## src/rtl/tmr_pkg.sv

```systemverilog
package tmr_pkg;

    localparam int BUS_W     = 8;
    localparam int CNT_W     = 2 * BUS_W;
    localparam int DIV_W     = 6;
    localparam int SEL_W     = 3;
    localparam int ADDR_W    = 2;
    localparam int CLR_BIT   = 7;

    typedef enum logic [SEL_W-1:0] {
        SEL_DIV1  = 3'd0,
        SEL_DIV2  = 3'd1,
        SEL_DIV4  = 3'd2,
        SEL_DIV8  = 3'd3,
        SEL_DIV16 = 3'd4,
        SEL_DIV32 = 3'd5,
        SEL_DIV64 = 3'd6,
        SEL_EXT   = 3'd7
    } clk_sel_e;

    typedef enum logic [ADDR_W-1:0] {
        REG_CTRL   = 2'd0,
        REG_CNT_HI = 2'd1,
        REG_CNT_LO = 2'd2,
        REG_SPARE  = 2'd3
    } reg_addr_e;

    typedef struct packed {
        logic     clr;
        clk_sel_e sel;
    } ctrl_wr_t;

    typedef struct packed {
        logic rd_hi;
        logic rd_lo;
        logic wr_ctrl;
    } bus_dec_t;

    function automatic ctrl_wr_t unpack_ctrl(input logic [BUS_W-1:0] d);
        ctrl_wr_t c;
        c.clr = d[CLR_BIT];
        c.sel = clk_sel_e'(d[SEL_W-1:0]);
        return c;
    endfunction

    function automatic logic [BUS_W-1:0] pack_ctrl(input clk_sel_e s);
        logic [BUS_W-1:0] d;
        d = '0;
        d[SEL_W-1:0] = s;
        return d;
    endfunction

endpackage

```

## src/rtl/tmr_ext_edge.sv

```systemverilog
module tmr_ext_edge (
    input  logic clk,
    input  logic rst,
    input  logic pin,
    output logic rise
);
    logic meta_q, sync_q, prev_q;

    always_ff @(posedge clk) begin
        if (rst) begin
            meta_q <= 1'b0;
            sync_q <= 1'b0;
            prev_q <= 1'b0;
        end else begin
            meta_q <= pin;
            sync_q <= meta_q;
            prev_q <= sync_q;
        end
    end

    assign rise = sync_q & ~prev_q;
endmodule

```

## src/rtl/tmr_prescaler.sv

```systemverilog
module tmr_prescaler
    import tmr_pkg::*;
#(
    parameter int STAGES = DIV_W
) (
    input  logic     clk,
    input  logic     rst,
    input  logic     clr,
    input  clk_sel_e sel,
    input  logic     ext_rise,
    output logic     tick
);
    logic [STAGES-1:0] div_q;
    logic [STAGES-1:0] mask;

    always_ff @(posedge clk) begin
        if (rst || clr) div_q <= '0;
        else            div_q <= div_q + 1'b1;
    end

    for (genvar i = 0; i < STAGES; i++) begin : g_mask
        assign mask[i] = (sel > SEL_W'(i));
    end

    always_comb begin
        if (sel == SEL_EXT) tick = ext_rise;
        else                tick = ((div_q & mask) == mask);
    end
endmodule

```

## src/rtl/tmr_read_latch.sv

```systemverilog
module tmr_read_latch
    import tmr_pkg::*;
(
    input  logic             clk,
    input  logic             rst,
    input  logic             rd_hi,
    input  logic             rd_lo,
    input  logic [BUS_W-1:0] live_lo,
    output logic [BUS_W-1:0] view_lo,
    output logic [BUS_W-1:0] held_lo,
    output logic             pending
);
    logic [BUS_W-1:0] buf_q;
    logic             pend_q;

    always_ff @(posedge clk) begin
        if (rst) begin
            buf_q  <= '0;
            pend_q <= 1'b0;
        end else if (rd_lo) begin
            pend_q <= 1'b0;
        end else if (rd_hi && !pend_q) begin
            buf_q  <= live_lo;
            pend_q <= 1'b1;
        end
    end

    assign view_lo = pend_q ? buf_q : live_lo;
    assign held_lo = buf_q;
    assign pending = pend_q;
endmodule

```

## src/rtl/prescaled_timer.sv

```systemverilog
module prescaled_timer
    import tmr_pkg::*;
(
    input  logic              clk,
    input  logic              rst,
    input  logic [ADDR_W-1:0] addr,
    input  logic              rd_en,
    input  logic              wr_en,
    input  logic [BUS_W-1:0]  wdata,
    output logic [BUS_W-1:0]  rdata,
    input  logic              ext_clk
);
    bus_dec_t         dec;
    ctrl_wr_t         wr_fields;
    clk_sel_e         sel_q;
    logic             clr;
    logic             ext_rise;
    logic             tick;
    logic [CNT_W-1:0] cnt_q;
    logic [BUS_W-1:0] lo_view;
    logic [BUS_W-1:0] lo_held;
    logic             lo_pending;
    logic             unused_wbits;

    assign unused_wbits = ^wdata[CLR_BIT-1:SEL_W];

    always_comb begin
        dec.rd_hi   = rd_en && (reg_addr_e'(addr) == REG_CNT_HI);
        dec.rd_lo   = rd_en && (reg_addr_e'(addr) == REG_CNT_LO);
        dec.wr_ctrl = wr_en && (reg_addr_e'(addr) == REG_CTRL);
    end

    assign wr_fields = unpack_ctrl(wdata);
    assign clr       = dec.wr_ctrl && wr_fields.clr;

    always_ff @(posedge clk) begin
        if (rst)              sel_q <= SEL_DIV1;
        else if (dec.wr_ctrl) sel_q <= wr_fields.sel;
    end

    tmr_ext_edge i_ext (
        .clk  (clk),
        .rst  (rst),
        .pin  (ext_clk),
        .rise (ext_rise)
    );

    tmr_prescaler #(.STAGES(DIV_W)) i_div (
        .clk      (clk),
        .rst      (rst),
        .clr      (clr),
        .sel      (sel_q),
        .ext_rise (ext_rise),
        .tick     (tick)
    );

    always_ff @(posedge clk) begin
        if (rst || clr) cnt_q <= '0;
        else if (tick)  cnt_q <= cnt_q + 1'b1;
    end

    tmr_read_latch i_latch (
        .clk     (clk),
        .rst     (rst),
        .rd_hi   (dec.rd_hi),
        .rd_lo   (dec.rd_lo),
        .live_lo (cnt_q[BUS_W-1:0]),
        .view_lo (lo_view),
        .held_lo (lo_held),
        .pending (lo_pending)
    );

    always_comb begin
        case (reg_addr_e'(addr))
            REG_CTRL:   rdata = pack_ctrl(sel_q);
            REG_CNT_HI: rdata = cnt_q[CNT_W-1:BUS_W];
            REG_CNT_LO: rdata = lo_view;
            default:    rdata = '0;
        endcase
    end
endmodule

```

## config.mk

```make
export PLATFORM = sky130hd
export DESIGN_NAME = prescaled_timer
export DESIGN_NICKNAME = d
export VERILOG_FILES = /design/src/rtl/tmr_pkg.sv /design/src/rtl/tmr_ext_edge.sv /design/src/rtl/tmr_prescaler.sv /design/src/rtl/tmr_read_latch.sv /design/src/rtl/prescaled_timer.sv
export SDC_FILE = /design/constraint.sdc
export NUM_CORES = 1
export LEC_CHECK = 0
export ABC_AREA = 1
export BUFFER_PORTS_ARGS = -buffer_cell sky130_fd_sc_hd__buf_4
export CORE_MARGIN = 1.5
export CORE_UTILIZATION = 40
export CTS_CLUSTER_DIAMETER = 120
export CTS_CLUSTER_SIZE = 25
export DETAILED_ROUTE_END_ITERATION = 12
export PLACE_DENSITY_LB_ADDON = 0.2
export SLEW_MARGIN = 10
export SYNTH_ARGS = -nofsm -noshare
export SYNTH_HDL_FRONTEND = slang
export SYNTH_SLANG_ARGS = --single-unit
```

## constraint.sdc

```tcl
create_clock -name clk -period 1.95 [get_ports clk]
set_input_delay 0.0975 -clock clk [delete_from_list [all_inputs] [get_ports clk]]
set_output_delay 0.0975 -clock clk [all_outputs]
set_load 0.02 [all_outputs]
```

==> Word level (Yosys, flattened, before mapping) <==
Cells that the tools add are included.
{ "word_totals": {"mem_bits_rw": 0, "regBits": 37, "latchBits": 0, "out_inout_bits": 8, "input_bits": 15, "romBits": 0, "memories": 0} }
{ "op_classes": {"n_mux": 3, "reduce_logical": 10, "n_div": 0, "order_cmp": 6, "multipliers": 0, "shift": 0, "n_bitwise": 4, "addsub": 2, "eq_ne": 4} }
{ "op_table": {"columns": ["operator", "n"], "rows": [
  ["$pmux W8 S3", 1],
  ["$add A16 B1 Y16 const B", 1],
  ["$mux W8", 1],
  ["$add A6 B1 Y6 const B", 1],
  ["$and A6 B6 Y6", 1],
  ["$eq A6 B6 Y1", 1],
  ["$gt A3 B1 Y1 const B", 2],
  ["$gt A3 B2 Y1 const B", 2],
  ["$gt A3 B3 Y1 const B", 2],
  ["$logic_and A1 B1 Y1", 5],
  ["$eq A3 B3 Y1 const B", 1],
  ["$eq A2 B1 Y1 const B", 1],
  ["$eq A2 B2 Y1 const B", 1],
  ["$logic_not A2 Y1", 1],
  ["$not A1 Y1", 2],
  ["$reduce_and A2 Y1", 1],
  ["$reduce_or A2 Y1", 1],
  ["$and A1 B1 Y1", 1],
  ["$logic_not A1 Y1", 1],
  ["$logic_or A1 B1 Y1", 1],
  ["$mux W1", 1]
]} }

==> Longest topological paths before layout <==
Gate-level depths: netlist (run 1).
{ "depth": {"depth_word": 4, "depth_mapped": 11, "ltp_nobuf": 11} }

==> By module <==
A second synthesis (run 1) with hierarchy kept.
{ "unflattened": {"hier_cells": 305, "hier_area_um2": 1993.2} }
{ "modules_own_cells": {"columns": ["mod", "n_inst", "cells_each", "seq_area_each_um2", "area_each_um2"], "rows": [
  ["prescaled_timer", 1, 161, 380.4, 1043.5],
  ["tmr_read_latch", 1, 89, 180.2, 559.3],
  ["tmr_prescaler", 1, 45, 120.1, 304.0],
  ["tmr_ext_edge", 1, 10, 60.1, 86.3]
]} }

==> Worst setup path before layout (run 1) <==
No wires, ideal clock.
{ "synth_timing": {"kind": "reg-to-reg", "startpoint": "register cnt_q[0]", "endpoint": "register cnt_q[8]", "setup_slack_ns": 0.533, "arrival_ns": 1.294, "required_ns": 1.827, "synth_period_minus_slack_ns": 1.417, "stages_incl_launch_ff": 8, "path_buffers": 0, "setup_ns": 0.123, "path_cell_list": "dfxtp_1 > ha_1 > nand2_1 > nor2_1 > nand2_1 > xor2_1 > nand2_1 > a21oi_1"} }
{ "synth_between": {"elab_chain_cells": 1} }
{ "synth_lines": {"columns": ["element", "line", "source"], "rows": [
  ["start, declared", "prescaled_timer.sv:19", "logic [CNT_W-1:0] cnt_q;"],
  ["start signal, assigned", "prescaled_timer.sv:59", "else if (tick) cnt_q <= cnt_q + 1'b1;"],
  ["$add A16 B1 Y16", "prescaled_timer.sv:59", null]
]} }
Every way passes these cells.
A chain may end at the register's enable or synchronous reset.

==> Final worst setup path (run 1) <==
{ "layout_timing": {"startpoint": "register cnt_q[0]", "endpoint": "register cnt_q[10]"} }
The elaborated chain is that of the path after synthesis.

==> impl_metrics.yaml, run 1 <==
synthesis:
  synth_largest_area_cell: "dfxtp_1"
  ys_seq_area_share_pct: 37.47
  ys.flop_type: "dfxtp_1"
  ys_warn_count: 0
  synth_cell_type_count: 26
  synth_edf_count: 0
  syn_nets: 303
  synth_cells: 286
  synth_top_area_share_pct: 37.47
  synth_seq_cells: 37
  avgSynthCellArea_um2: 6.912
  syn_area_um2: 1977
  yosys-top-cells-area: "dfxtp_1, nand2_1, inv_1, nand3_1, nor2_1"
  ys_async_sr_fraction_pct: 0
layout:
  final-seq-area_um2: 740.7
  num-nets-final: 329
  area_growth_pct: 18.67
  fillers: 494
  drive_above_1_share_pct: 15.97
  antennaDiodeCount: 0
  multi_input_area_um2: 1052
power_and_ir_drop:
  clock_power_share_pct: 40.9
  internal-power_mw: 1.280
  static-leakage-power_nw: 0.8938
  p_per_area_nw_per_um2: 736.2
  seq_power_share_pct: 47.2
  p_switching_uw: 447.0
  swShare_pct: 25.88
  comb_power_share_pct: 12.0
  ir_worst_vdd_uv: 414.1
timing:
  min_period_over_period_pct: 80.79
  timing.fmax_mhz: 634.8
  holdWs_ns: 0.08224
  slew_viol_final: 0
  worst_clock_skew_ns: 0.004787
  tightestPinTransition_ns: 0.3919
  period_needed_ns: 1.575
  setup_viol: 0
  rsz0062_at_grt: "false"
  relSlewSlack_pct: 73.78
  setup_tns_ns: 0
  hold_viol_final: 0
grt:
  grt_max_degree: 22
  overflow: 0
  grt_pass1_wl_mm: 7.928
  grt_pass1_vias: 1696
  track_usage_pct: 19.05
  antenna_found_initial: 0
critical_path:
  path_class: "flop to flop"
  worst-path-stages: 8
  rr_endpoint: "cnt_q[10]"
  ff2ff_path_depth: 8
  crit_chain: "ha_1 -> nand2_1 -> nor2_1 -> buf_4 -> nand2_1 -> xor2_1 -> nand2_1 -> a21oi_1"
  crit-reg2reg-launch: "cnt_q[0]"
  rrSetupSlack_ns: 0.37
  arrival_ns: 1.75
  slowest_delay_ns: 0.45
  critPathMaxFanout: 7
  cpMaxStageDelayCell: "dfxtp_1"
  crit_path_frequent_cell: "nand2_1"
  startpoint_type: "flop"
  cp-end-kind: "flop"
  path_buf_inv: 1
  crit_family: "flip-flops"
  worstPathRequired_ns: 2.13
floorplanning:
  dieArea_um2: 5373
  die_y_um: 73.30
  pin_count: 23
  core_area_um2: 4755
  start_util_pct: 41.58
  die_w_um: 73.30
  num_rows: 25
clock_network:
  htreeDepth: 2
  insertion_delay_ns: 0.30
  cts.sinks: 37
  clkTransAtPathRegs_ns: 0.08
  cts_tree: "built"
  clockRootBuffer: "clkbuf_8"
  max-clock-path-buffers: 2
  numCtsBuffers: 5
  cts_setup_buffers: 0
  cts_resized: 0
drt:
  route.detailed.drc: 0
  dr.pass1.iters: 4
  post_drt_wl_per_cell_um: 12.02
  drt-initial-drc-count: 112
  via_count: 1812
  drt_wl_total_mm: 4.567
  drt.antenna.violating_nets: 0
  viasPerCell: 4.768
placed_design:
  hpwlAfterDp_mm: 3.239
  io_buffers: 18
  gp_congestion: 0.7976
outcome:
  outcome: "complete, no violations"
hold_path:
  hold_path_class: "primary input to flop"
  hold_end: "sel_q[0]"
  hold_depth: 3
  min_from: "wdata[0]"
job:
  drv_cap: 0
## stage by stage
| stage | power, mW | utilization, % | cell area, µm² | instances | setup WS (ns) |
|---|---|---|---|---|---|
| global placement | 1.031 | 46.26 | 2200 | 369 | 0.4070 |
| floorplan | 0.9740 | - | 1977 | 286 | 0.5328 |
| global route | 1.796 | 49.34 | 2346 | 380 | 0.1985 |
| CTS | 1.738 | 49.34 | 2346 | 380 | 0.3773 |
| finish | 1.727 | 49.34 | 2346 | 380 | 0.3746 |
| detailed placement | 1.033 | 46.26 | 2200 | 369 | 0.3977 |
## worst max path at each step
stage / start / end / slack, ns
2_1_floorplan: cnt_q[0] / cnt_q[8] / 0.53
3_3_place_gp: cnt_q[0] / cnt_q[10] / 0.41
3_5_place_dp: cnt_q[0] / cnt_q[10] / 0.40
4_1_cts: cnt_q[0] / cnt_q[10] / 0.38
5_1_grt: cnt_q[0] / cnt_q[10] / 0.20
6_report: cnt_q[0] / cnt_q[10] / 0.37
## final cells by class
type / instances / share of cell area (%)
multi-input combinational: 203 / 44.85
inverter: 38 / 6.080
timing repair buffer: 27 / 8.960
sequential: 37 / 31.57
clock buffer: 7 / 3.680
tap: 67 / 3.573
clock inverter: 1 / 1.280
## worst register-to-register path: stages (launching register included)
cell	delay (ns)
dfxtp_1	0.45
ha_1	0.23
nand2_1	0.09
nor2_1	0.19
buf_4	0.18
nand2_1	0.07
xor2_1	0.14
nand2_1	0.06
a21oi_1	0.05
## per-layer routing
metal / track usage (%) / wire length, µm
met5: 0 / 0
met4: 6.173 / 63
met3: 4.115 / 112
met2: 30.40 / 2030
met1: 25.68 / 2360
## placed cells by master (no fill, tap or decap)
master         Yosys  routed
buf_4              0      24
nand3_1           24      24
a21oi_2           10      10
nor2_2             2       2
nand2_1           56      56
o21ai_2            0       1
o22ai_1            5       5
nand4_1            6       6
a21oi_1           21      21
ha_1               2       2
or2_2              1       1
clkbuf_1           3       1
o21ai_0           21      20
nand2_4            2       2
nor4_1             1       1
nand2_2            3       3
a221oi_1           1       1
bufinv_16          0       1
clkbuf_8           0       6
xor2_1             8       8
o221ai_1           3       3
nor2_1            32      32
dfxtp_1           37      37
dlygate4sd3_1      0       3
nor3_1             2       2
inv_1             38      38
nand3b_1           1       1
xnor2_1            2       2
## registers in the layout, summed over array words and instances (netlist names)
| name | flops |
|---|---|
| sel_q | 3 |
| i_div.div_q | 6 |
| cnt_q | 16 |
| i_latch.held_lo | 8 |
| i_ext.prev_q | 1 |
| i_ext.sync_q | 1 |
| i_ext.meta_q | 1 |
| i_latch.pending | 1 |
## repair_timing
action,in CTS,in global routing
hold buffers,3,0
setup endpoints to repair,0,0
hold endpoints to repair,4,0
## logic make-up after synthesis
logic type / Yosys count / share of synthesized area [%]
and+or+nand+nor: 130 / 28.93
AOI/OAI and AO/OA: 61 / 18.42
buffers and inverters: 46 / 9.493
DFF: 37 / 37.47
xor gates and xnor gates: 10 / 4.431
adders and majority gates: 2 / 1.266
## power groups by stage
stage / logic (mW) / clock network [mW] / registers, mW
global placement: 0.200 / 0 / 0.830
CTS: 0.207 / 0.717 / 0.814
detailed placement: 0.201 / 0 / 0.831
finish: 0.207 / 0.706 / 0.814
global route: 0.234 / 0.743 / 0.819
floorplan: 0.150 / 0 / 0.824
## cell usage after synthesis (5+ instances only)
master   count
nand2_1     56
inv_1       38
dfxtp_1     37
nor2_1      32
nand3_1     24
a21oi_1     21
o21ai_0     21
a21oi_2     10
xor2_1       8
nand4_1      6
o22ai_1      5
(Power assumes the default switching activity.)
==> run 2, diff against run 1 <==
ABC_AREA = 0   (was 1)
clock period = 1.6 ns   (was 1.95 ns; I/O delays follow)
==> impl_metrics.yaml, run 2 <==
outcome:
  outcome: "finished with violations"
  violations: "setup timing"
synthesis:
  synth_cell_type_count: 36
  synth_edf_count: 0
  synth_largest_area_cell: "dfxtp_1"
  ys_top_cells_by_count: "dfxtp_1, mux2i_1, nand2_1"
  synth_seq_cells: 37
  syn_area_um2: 1959
  ys_async_sr_fraction_pct: 0
  synth_adder_area_share_pct: 1.277
  ys_warn_count: 0
  synth_compound_area_share_pct: 18.58
  synth_top_family_by_area: "simple AND/OR/NAND/NOR gates"
  synth_xor_area_share_pct: 1.341
  synthMuxAreaShare_pct: 15.33
  avgSynthCellArea_um2: 8.906
  synthSimpleGateAreaFrac_pct: 21.71
  ys.flop_type: "dfxtp_1"
  synth_top_area_share_pct: 37.80
  ys_seq_area_share_pct: 37.80
  syn_nets: 237
  synth_cells: 220
  yosys-top-cells-area: "dfxtp_1, mux2i_1, nand2_1, a2111oi_4, o21ai_0"
  synth_most_common_cell: "dfxtp_1"
layout:
  layout_commonest_cell: "buf_4"
  drive_above_1_share_pct: 26.47
  final_cell_mix: "buf_4, dfxtp_1, mux2i_1, nand2_1, nor2_1"
  largest_reg_flops: 16
  regMostFlops: "cnt_q"
  multi_input_area_um2: 1151
  area_growth_pct: 29.69
  postLayoutCoreUtil_pct: 53.80
  fillers: 458
  antennaDiodeCount: 0
  final-seq-area_um2: 744.5
  num-nets-final: 288
drt:
  dr.pass1.iters: 5
  dr_wl_met2_mm: 2.062
  drt-met1-wl_mm: 2.176
  post_drt_wl_per_cell_um: 13.31
  dr_wl_met3_um: 197
  drt-initial-drc-count: 69
  route.detailed.drc: 0
  drt.antenna.violating_nets: 0
  via_count: 1724
  viasPerCell: 5.086
  top_layer: "met4"
  drt_wl_total_mm: 4.513
job:
  drv_cap: 0
timing:
  min_period_over_period_pct: 110.8
  setup_viol: 10
  period_needed_ns: 1.773
  timing.fmax_mhz: 563.9
  relSlewSlack_pct: 68.08
  slew_viol_final: 0
  holdWs_ns: 0.01986
  worst_clock_skew_ns: 0.004239
  setup_tns_ns: -1.299
  hold_viol_final: 0
  rsz0062_at_grt: "true"
  worst_slack_ns: -0.1733
  tightestPinTransition_ns: 0.4789
power_and_ir_drop:
  p_total_mw: 2.059
  p_per_area_nw_per_um2: 810.1
  ir_worst_vdd_uv: 507.2
  static-leakage-power_nw: 0.9756
clock_network:
  max-clock-path-buffers: 2
  htreeDepth: 2
  cts_tree: "built"
  cts_setup_buffers: 0
  numCtsBuffers: 5
  clockRootBuffer: "clkbuf_8"
  cts.sinks: 37
  clkTransAtPathRegs_ns: 0.07
  insertion_delay_ns: 0.29
critical_path:
  cp-end-kind: "flop"
  arrival_ns: 2.00
  critPathMaxFanout: 4
  worstPathRequired_ns: 1.82
  startpoint_type: "flop"
  path_class: "flop to flop"
grt:
  grt_pass1_vias: 1613
  grt_pass1_wl_mm: 7.541
  grt_max_degree: 24
  antenna_found_initial: 0
  track_usage_pct: 18.63
  overflow: 0
floorplanning:
  core_area_um2: 4723
  dieArea_um2: 5328
  die_y_um: 72.99
  pin_count: 23
  start_util_pct: 41.48
  die_w_um: 72.99
  num_rows: 25
placed_design:
  hpwlAfterDp_mm: 3.458
  gp_congestion: 0.8186
  io_buffers: 18
  post-place-ws_ns: -0.1668
hold_path:
  hold_path_class: "primary input to flop"
## run 2: critical path: stages (launching register included)
cell,delay [ns]
dfxtp_2,0.33
and3b_1,0.21
a31oi_1,0.05
a221o_1,0.40
a2111oi_1,0.49
mux2i_1,0.22
## run 2: repair_timing
item	4_1_cts	5_1_grt
hold endpoints to repair	1	0
gates resized for setup	2	4
setup endpoints to repair	16	16
hold buffers	1	0
## run 2: final cells by class
type	instances	share of cell area, %
Inverter	4	0.5908
Clock buffer	7	3.397
Sequential cell	37	29.30
Clock inverter	1	1.182
Multi-Input combinational cell	167	45.30
Tap cell	67	3.299
Timing Repair Buffer	56	16.94
## run 2: cell families after synthesis
family,count (synthesis)
simple gates,85
compound gates,47
flops,37
mux,30
buf+inv,16
xor+xnor,3
fa+ha+maj,2
## run 2: through the flow
step                      area [µm²]  instances
final                           2541        339
after global routing            2541        339
after CTS                       2534        339
after detailed placement        2404        330
after global placement          2404        330
after floorplan                 1969        220
## run 2: per-layer routing
layer	vias to the layer above	track usage (%)
met4	0	7.338
met2	30	29.09
met3	8	4.972
met5	-	0
met1	793	24.40
li1	893	-
## run 2: report_power, final
group,internal (mW),switching (mW),total (mW)
Sequential,0.947,0.0185,0.965
Clock,0.508,0.327,0.835
Combinational,0.124,0.135,0.259
## run 2: path summary, 6_finish.rpt
path	to	slack, ns	startpoint	cells past startpoint
setup / recovery	cnt_q[11]	-0.17	sel_q[2]	5
hold / removal	sel_q[0]	0.02	wdata[0]	3
hold reg to reg	i_ext.sync_q	0.44	i_ext.meta_q	1
setup reg to reg	cnt_q[11]	-0.17	sel_q[2]	5
==> run 3, diff against run 2 <==
--- a/config.mk
+++ b/config.mk
@@ -6,5 +6,4 @@
 export NUM_CORES = 1
 export LEC_CHECK = 0
-export ABC_AREA = 0
 export BUFFER_PORTS_ARGS = -buffer_cell sky130_fd_sc_hd__buf_4
 export CORE_MARGIN = 1.5
@@ -13,4 +12,5 @@
 export CTS_CLUSTER_SIZE = 25
 export DETAILED_ROUTE_END_ITERATION = 12
+export GPL_ROUTABILITY_DRIVEN = 1
 export PLACE_DENSITY_LB_ADDON = 0.2
 export SLEW_MARGIN = 10
==> constraint.sdc (replaced) <==
create_clock -name clk -period 1.6 [get_ports clk]
set_input_delay 0.16 -clock clk [delete_from_list [all_inputs] [get_ports clk]]
set_output_delay 0.16 -clock clk [all_outputs]
set_load 0.02 [all_outputs]
==> impl_metrics.yaml, run 3 (synthesized netlist as in run 2, its figures left out) <==
outcome:
  outcome: "finished with violations"
  violations: "setup timing"
layout:
  antennaDiodeCount: 0
  largest_reg_flops: 16
  regMostFlops: "cnt_q"
  layout.cells.non_filler: 340
  drive_above_1_share_pct: 28.21
  num-nets-final: 289
  layout_commonest_cell: "buf_4"
  fillers: 439
  final_cell_mix: "buf_4, dfxtp_1, mux2i_1, nand2_1, nor2_1"
  area_growth_pct: 32.18
grt:
  track_usage_pct: 19.28
  overflow: 0
  grt_max_degree: 24
  grt_pass1_wl_mm: 7.659
  grt_pass1_vias: 1611
  antenna_found_initial: 0
drt:
  route.detailed.drc: 0
  drt-initial-drc-count: 117
  drt.antenna.violating_nets: 0
  dr.pass1.iters: 4
  viasPerCell: 5.129
  via_count: 1744
  post_drt_wl_per_cell_um: 13.81
  drt_wl_total_mm: 4.697
clock_network:
  cts_tree: "built"
  cts.sinks: 37
  insertion_delay_ns: 0.30
  max-clock-path-buffers: 2
  clockRootBuffer: "clkbuf_8"
  htreeDepth: 2
  clkTransAtPathRegs_ns: 0.07
  numCtsBuffers: 5
critical_path:
  startpoint_type: "flop"
  rr_endpoint: "cnt_q[14]"
  arrival_ns: 1.96
  critPathMaxFanout: 16
  cp-end-kind: "flop"
  rrSetupSlack_ns: -0.14
  slowest_delay_ns: 0.38
  worstPathRequired_ns: 1.83
  crit-reg2reg-launch: "sel_q[2]"
  endpoint: "cnt_q[14]"
  cp-startpoint: "sel_q[2]"
  ff2ff_path_depth: 6
  path_class: "flop to flop"
  crit_chain: "and3b_1 -> a31oi_1 -> a221o_1 -> buf_12 -> a2111oi_4 -> mux2i_1"
  cpMaxStageDelayCell: "a221o_1"
floorplanning:
  die_w_um: 72.99
  core_area_um2: 4723
  die_y_um: 72.99
  num_rows: 25
  start_util_pct: 41.48
  dieArea_um2: 5328
  pin_count: 23
timing:
  min_period_over_period_pct: 108.5
  tightestPinTransition_ns: 0.4743
  holdWs_ns: 0.07088
  setup_viol: 12
  setup_tns_ns: -0.9596
  hold_viol_final: 0
  worst_slack_ns: -0.1353
  slew_viol_final: 0
  worst_clock_skew_ns: 0.004712
  relSlewSlack_pct: 68.38
  rsz0062_at_grt: "true"
  timing.fmax_mhz: 576.3
  period_needed_ns: 1.735
job:
  drv_cap: 0
placed_design:
  io_buffers: 18
  post-place-ws_ns: -0.1524
  dp.cells: 328
  hpwlAfterDp_mm: 3.483
  gp_congestion: 0.8346
power_and_ir_drop:
  static-leakage-power_nw: 0.9979
  p_per_area_nw_per_um2: 808.4
  ir_worst_vdd_uv: 427.2
  p_total_mw: 2.094
hold_path:
  hold_path_class: "primary input to flop"
==> run 3: area by class of cell <==
| type | count | area (µm²) | share of cell area (%) |
|---|---|---|---|
| multi-input cells | 167 | 1172 | 45.27 |
| flip-flops and latches | 37 | 745.7 | 28.79 |
| repair buffers | 57 | 456.7 | 17.63 |
| clock buffers | 7 | 86.33 | 3.333 |
| well taps | 67 | 83.83 | 3.237 |
| clock inverters | 1 | 30.03 | 1.159 |
| inverters | 4 | 15.01 | 0.5797 |
==> run 3: metal layers <==
| layer | vias up | GRT usage [%] | wire, µm |
|---|---|---|---|
| li1 | 893 | - | - |
| met3 | 8 | 4.144 | 137 |
| met1 | 818 | 25.32 | 2261 |
| met4 | 0 | 7.966 | 75 |
| met2 | 25 | 30.61 | 2222 |
| met5 | - | 0 | 0 |
==> run 3: how the worst min path moves through the flow <==
stage / start / to / slack, ns / depth (start not counted)
after detailed placement: ext_clk / i_ext.meta_q / 0.38 / 2
after CTS: ext_clk / i_ext.meta_q / 0.07 / 2
after floorplan: ext_clk / i_ext.meta_q / 0.29 / 1
after global placement: ext_clk / i_ext.meta_q / 0.37 / 2
after global routing: ext_clk / i_ext.meta_q / 0.07 / 2
final: ext_clk / i_ext.meta_q / 0.07 / 2
==> run 3: power by group <==
group          internal [mW]  leakage (nW)  total (mW)  switching, mW
Sequential             0.947         0.302       0.971         0.0242
Combinational          0.137         0.638       0.274          0.137
Clock                  0.508        0.0585       0.849          0.340
Total                   1.59         0.998        2.09          0.502
==> run 3: repair_timing <==
action	in CTS	in global routing
pin swaps	3	0
gates resized for setup	13	3
endpoints found under the setup margin	16	16
hold buffers	0	0
buffers inserted	4	0
==> run 3: worst max-delay path, delay by kind of cell, from the launching register on <==
| family | cells | cell delay, ns |
|---|---|---|
| AO/OA/AOI/OAI | 3 | 0.75 |
| flip-flops | 1 | 0.33 |
| AND/OR/NAND/NOR | 1 | 0.20 |
| buffers and inverters | 1 | 0.18 |
| multiplexers | 1 | 0.21 |
==> run 3: metrics by stage <==
stage | utilization, % | area (µm²)
finish | 54.83 | 2590
global route | 54.83 | 2590
CTS | 54.68 | 2582
detailed placement | 51.10 | 2414
global placement | 51.10 | 2414
floorplan | - | 1969
